$ cat src/rtl/chipset_cfg_port.sv
module chipset_cfg_port #(
  parameter int          ADDR_W   = 16,
  parameter logic [15:0] IDX_PORT = 16'h0022,
  parameter logic [15:0] LO_PORT  = 16'h0023,
  parameter logic [15:0] HI_PORT  = 16'h0024,
  parameter logic [7:0]  IDLE_VAL = 8'hFF
) (
  input  logic              clk,
  input  logic              rst_n,
  input  logic [ADDR_W-1:0] io_addr,
  input  logic              io_wr,
  input  logic              io_rd,
  input  logic [7:0]        io_wdata,
  output logic [7:0]        io_rdata,
  output logic              io_rdata_oe,
  input  logic              in_smm,
  output logic              cache_en,
  output logic              waitstate_upd,
  output logic              map_recalc,
  output logic              smram_en,
  output logic              smi_req,
  output logic              forced_green
);
  localparam int NREG = 256;

  logic [7:0] idx_q;
  logic [7:0] regs_q [NREG];
  logic       ws_q, recalc_q, smi_q, fg_q;

  wire sel_idx = io_addr == IDX_PORT[ADDR_W-1:0];
  wire sel_lo  = io_addr == LO_PORT[ADDR_W-1:0];
  wire sel_hi  = io_addr == HI_PORT[ADDR_W-1:0];

  wire lo_hit = idx_q == 8'h01;
  wire hi_hit = (idx_q >= 8'h20 && idx_q <= 8'h2C) || idx_q[7:4] == 4'hE;

  wire lo_wr = io_wr && sel_lo && lo_hit;
  wire hi_wr = io_wr && sel_hi && hi_hit;

  wire smi_fire = hi_wr && idx_q == 8'hE1 && io_wdata[3] && regs_q[8'hE0][0];
  wire fg_clear = hi_wr && idx_q == 8'hE0 && !io_wdata[0];

  always_ff @(posedge clk) begin
    if (!rst_n) begin
      idx_q <= '0;
      for (int i = 0; i < NREG; i++) regs_q[i] <= '0;
    end else begin
      if (io_wr && sel_idx) idx_q <= io_wdata;
      if (lo_wr || hi_wr) regs_q[idx_q] <= io_wdata;
    end
  end

  always_ff @(posedge clk) begin
    if (!rst_n) begin
      ws_q     <= 1'b0;
      recalc_q <= 1'b0;
      smi_q    <= 1'b0;
      fg_q     <= 1'b0;
    end else begin
      ws_q     <= hi_wr && idx_q == 8'h21;
      recalc_q <= hi_wr && (idx_q == 8'h22 || idx_q == 8'h23 || idx_q == 8'h26);
      smi_q    <= smi_fire;
      if (smi_fire)      fg_q <= 1'b1;
      else if (fg_clear) fg_q <= 1'b0;
    end
  end

  wire [7:0] stat_rd = (regs_q[8'hE0] & 8'hF6) | {4'b0, !in_smm, 2'b0, fg_q};

  always_comb begin
    io_rdata    = 8'h00;
    io_rdata_oe = 1'b0;
    if (io_rd) begin
      if (sel_idx) begin
        io_rdata_oe = 1'b1;
        io_rdata    = idx_q;
      end else if (sel_lo) begin
        io_rdata_oe = 1'b1;
        io_rdata    = lo_hit ? regs_q[idx_q] : IDLE_VAL;
      end else if (sel_hi) begin
        io_rdata_oe = 1'b1;
        if (!hi_hit)              io_rdata = IDLE_VAL;
        else if (idx_q == 8'hE0)  io_rdata = stat_rd;
        else                      io_rdata = regs_q[idx_q];
      end
    end
  end

  assign cache_en      = regs_q[8'h21][4];
  assign smram_en      = regs_q[8'h24][7];
  assign waitstate_upd = ws_q;
  assign map_recalc    = recalc_q;
  assign smi_req       = smi_q;
  assign forced_green  = fg_q;
endmodule

$ cat config.mk
export PLATFORM = sky130hd
export DESIGN_NAME = chipset_cfg_port
export DESIGN_NICKNAME = d
export VERILOG_FILES = /design/src/rtl/chipset_cfg_port.sv
export SDC_FILE = /design/constraint.sdc
export NUM_CORES = 2
export LEC_CHECK = 0
export BUFFER_PORTS_ARGS = -buffer_cell sky130_fd_sc_hd__buf_2
export CAP_MARGIN = 15
export CELL_PAD_IN_SITES_DETAIL_PLACEMENT = 1
export CELL_PAD_IN_SITES_GLOBAL_PLACEMENT = 1
export CORE_UTILIZATION = 25
export DETAILED_ROUTE_END_ITERATION = 12
export PLACE_DENSITY = 0.54
export SLEW_MARGIN = 15
export SYNTH_ARGS = -nofsm -noshare
export SYNTH_HDL_FRONTEND = slang
export SYNTH_SLANG_ARGS = --single-unit
$ cat constraint.sdc
create_clock -name clk -period 6.7 [get_ports clk]
set_input_delay 1.34 -clock clk [delete_from_list [all_inputs] [get_ports clk]]
set_output_delay 1.34 -clock clk [all_outputs]
set_load 0.03 [all_outputs]
# After elaboration in Yosys (flattened, before gate mapping)
# Memory sizes are Yosys's and may differ from the RTL's. A register that Yosys moved wholly into a read port is not among the register bits.
# Cells that the tools add are included.
# W data, S select, Z words.
[totals]
mem_count = 1
word_cells = 63
output_inout_bits = 15
ramBits = 2048
reg_bits = 12
[classes]
bitwise_logic = 1
n_eq_ne = 11
magnitude_cmp = 2
muxes = 22
n_reduce_logical = 21
[mem_list]
columns = ["name", "depth", "word_bits", "rd", "rd_ports_with_merged_regs", "write_ports", "line", "rtl"]
rows = [
  ["regs_q", 256, 8, 4, 1, 256, "27", "logic [7:0] regs_q [NREG];"],
]
[op_table]
columns = ["cell", "count"]
rows = [
  ["$mux W8", 11],
  ["$eq A16 B6 Y1 const B", 3],
  ["$eq A8 B6 Y1 const B", 4],
  ["$eq A8 B8 Y1 const B", 2],
  ["$logic_and A1 B1 Y1", 13],
  ["$mux W1", 11],
  ["$eq A8 B1 Y1 const B", 1],
  ["$ge A8 B6 Y1 const B", 1],
  ["$le A8 B6 Y1 const B", 1],
  ["$or A8 B4 Y8", 1],
  ["$reduce_or A8 Y1", 1],
  ["$eq A4 B4 Y1 const B", 1],
  ["$logic_or A1 B1 Y1", 4],
  ["$logic_not A1 Y1", 2],
  ["$reduce_bool A2 Y1", 1],
]

# Logic depth before layout (Yosys ltp)
[logic_depth]
depth_word = 10
mapped_depth = 13
mapped_depth_nobuf = 7

# Worst setup path after synthesis
# Ideal clock, no wire load.
[synth_path]
kind = "input port to output port"
from = "input port io_addr[12]"
to = "output port io_rdata[2]"
stages = 8
t_required_ns = 5.360
arrival_time_ns = 3.638
setup_slack_ns = 1.722
path_cell_list = "nor4b_1 and4_1 a21o_1 clkbuf_1 nand2b_1 o21ai_0 or3_1 o31ai_1"
[synth_via]
elab_chain_len = 5
word_cells_on_any_way = 7
classes_between = "eq/ne (3); mux (4)"
[synth_lines]
columns = ["element", "line", "rtl"]
rows = [
  ["start, declared", "10", "input logic [ADDR_W-1:0] io_addr,"],
  ["$eq A16 B6 Y1", "32", "wire sel_hi = io_addr == HI_PORT[ADDR_W-1:0];"],
  ["$mux W8", "80", "end else if (sel_hi) begin"],
  ["$mux W8", "77", "end else if (sel_lo) begin"],
  ["$mux W8 *", "74", "if (sel_idx) begin"],
  ["$mux W8 *", "73", "if (io_rd) begin"],
  ["end, declared", "14", "output logic [7:0] io_rdata,"],
]
# Mark *: on every way between the ends. The rest lies on a longest branch, timed or not.

==> impl_metrics.tcl <==
set metrics [dict create \
    dp_hpwl_microns 137000 \
    synthFlopType "edfxtp_1" \
    yosys-top-cells-count "edfxtp_1 (2,048), mux4_2 (494), and2_1 (247), inv_1 (227), mux2i_1 (165)" \
    synth.avg_cell_area_sq_um 20.2 \
    fin_skew_ns 0.0273 \
    required_ns 5.36 \
    grt_pass1_vias 44700 \
    worst-setup-path-type "reg2out" \
    hold_viol 0 \
    drv_slew 0 \
    cp.arrival_ns 5.08 \
    p_leak_uw 0.0365 \
    min_period_ns 6.42 \
    cp_max_fo 32 \
    yosysMostFrequentCell "edfxtp_1" \
    setup_tns_ns 0 \
    wire_per_inst_microns 19.4 \
    whs_ns 0.676 \
    clk_pin_slew_worst_paths_ns 0.06 \
    grt_pass1_wl_microns 300000 \
    synthesis.area_sq_um 82200 \
    fillers 34400 \
    dieWidth_microns 575 \
    fmax_ghz 0.156 \
    grt.overflow.total 0 \
    ys_types 60 \
    ir_worst_vdd_mv 0.212 \
    clockRootBuffer "clkbuf_16" \
    cts.sinks 2068 \
    initial_core_util_pct 25.1 \
    vias_per_cell 3.91 \
    status "complete, no violations" \
    hp-start "idx_q[4]" \
    start_kind "register" \
    postSynthCellCount 4066 \
    slew-limit-headroom_pct 12.9 \
    cap_violations 0 \
    port_buffers 43 \
    fp-row-count 210 \
    clk_latency_ns 0.90 \
    placeableCoreArea_sq_um 327000 \
    ant_nets 0 \
    drt_iter0_drc 2730 \
    antenna_found_initial 7 \
    r2r-start "idx_q[5]" \
    hold_path_class "reg2reg" \
    grt.total_usage_pct 12.3 \
    synth-edff-count 2048 \
    ys_seq_elements 2068 \
    finalSetupViolCount 0 \
    grt_max_degree 125 \
    cp-end-kind "primary output" \
    finalCritPeriodShare_pct 95.8 \
    ioPinCount 44 \
    yosys_warnings 0 \
    gp_congestion 0.766 \
    final_core_util_pct 31.1 \
    route.vias.total 41300 \
    drc_errors 0 \
    drt-pass1-iter-count 5 \
    seq_area_frac_synth_pct 75.3 \
    num-nets-final 6047 \
    rsz0062_at_grt "false" \
    worst_slew_pin_slew_ns 1.30 \
    numCtsBuffers 227 \
    synth_top_area_cell "edfxtp_1" \
    yosysTopAreaCellShare_pct 74.9 \
    drive_gt1_share_pct 16.3 \
    synthToLayoutAreaGrowth_pct 23.8 \
    cts_max_path_buffers 4 \
    cts_tree "yes" \
    die_h_microns 575 \
    routed_wl_microns 205000 \
    powerDensity_nw_per_um2 283 \
    htree_levels 4 \
    synthTopCellsByArea "edfxtp_1 (75%), mux4_2 (14%), mux2i_1 (2.0%), and2_1 (1.9%), inv_1 (1.0%)" \
    synthArstFlopShare_pct 0 \
    die-area_sq_um 331000 \
]
## registers in the layout (all words and copies together), names as in the netlist, named ones only
| register | cells |
|---|---|
| idx_q | 8 |
| smi_req | 1 |
| map_recalc | 1 |
| regs_q | 2048 |
| forced_green | 1 |
| waitstate_upd | 1 |
## layout make-up
class	count	area [sq um]	share of cell area [%]
multi-input cells	3332	24900	24.5
inverters	229	860	0.845
diodes	6	15.0	0.0148
repair buffers	160	1320	1.30
clock inverters	145	1240	1.22
clock buffers	279	6000	5.90
well taps	4346	5440	5.35
flip-flops and latches	2068	61900	60.9
## cell usage in the layout, fill, tap and decap left out, types with 13 or more instances in the layout
cell and instances:
a211oi_1 44, a21oi_1 55, a221oi_1 22, a22o_1 13
a22oi_1 49, and2_1 247, buf_12 14, buf_2 42
buf_4 101, bufinv_16 16, clkbuf_1 42, clkbuf_16 229
clkinv_1 56, clkinv_2 48, conb_1 1808, dfxtp_1 14
edfxtp_1 2048, inv_1 227, mux2i_1 165, mux4_2 494
nand2_1 91, nand2b_1 28, nand3_1 18, nand4_1 24
nor2_1 45, nor2b_1 39, nor3_1 25, o21ai_0 37
## routing by layer
layer  share of wire (%)  vias up  track usage, %
met5                   0        -               0
met4                 2.2        0            2.95
met3                 3.9      295            1.88
met2                  49      643            21.1
met1                  45    21900            16.3
li1                    -    18500               -
## metrics by stage
| stage | cells | power [uW] | cell area [sq um] | setup slack, ns |
|---|---|---|---|---|
| 2_1_floorplan | 5873 | 16300 | 88900 | 1.72 |
| 3_3_place_gp | 10100 | 16800 | 94400 | 0.923 |
| 3_5_place_dp | 10100 | 16900 | 94400 | 0.953 |
| 4_1_cts | 10600 | 29200 | 102000 | 0.0776 |
| 5_1_grt | 10600 | 29800 | 102000 | 0.0264 |
| 6_report | 10600 | 28800 | 102000 | 0.281 |
## cells by family (layout without fill, tap and decap cells)
logic type | after synthesis | after routing | synth area share (%)
AOI/OAI and AO/OA | 294 | 294 | 2.48
buffers and inverters | 473 | 813 | 2.64
DFF | 2068 | 2068 | 75.3
muxes | 665 | 665 | 15.6
other | 1 | 1814 | 0.00456
and+or+nand+nor | 565 | 565 | 3.90
## critical path, stage by stage (launching register included)
cell and delay, ns:
dfxtp_4 0.79, buf_12 0.29, buf_12 0.31, mux4_2 0.58, mux2i_1 0.16, nor2_1 0.11, a2111oi_1 1.15, and3_1 0.28
o31ai_1 0.14, buf_2 0.23
## what timing repair did
item / CTS / global route
resized for setup: 1 / 0
endpoints found under the setup margin: 2 / 0
hold buffers: 0 / 0
buffers inserted: 0 / 0
## final timing paths
check | end | cells past startpoint | slack, ns
worst max-delay path | io_rdata[0] | 9 | 0.28
worst min-delay path | register | 2 | 0.68
worst max register to register | regs_q[44][2] | 7 | 2.65
worst min register to register | register | 2 | 0.68
## where the power goes
part | internal [uW] | total (uW) | switching [uW]
sequential | 15300 | 15500 | 238
clock | 6980 | 12200 | 5260
combinational | 347 | 1060 | 715
total | 22600 | 28800 | 6220
No activity file was read; power rests on OpenSTA's default activity.
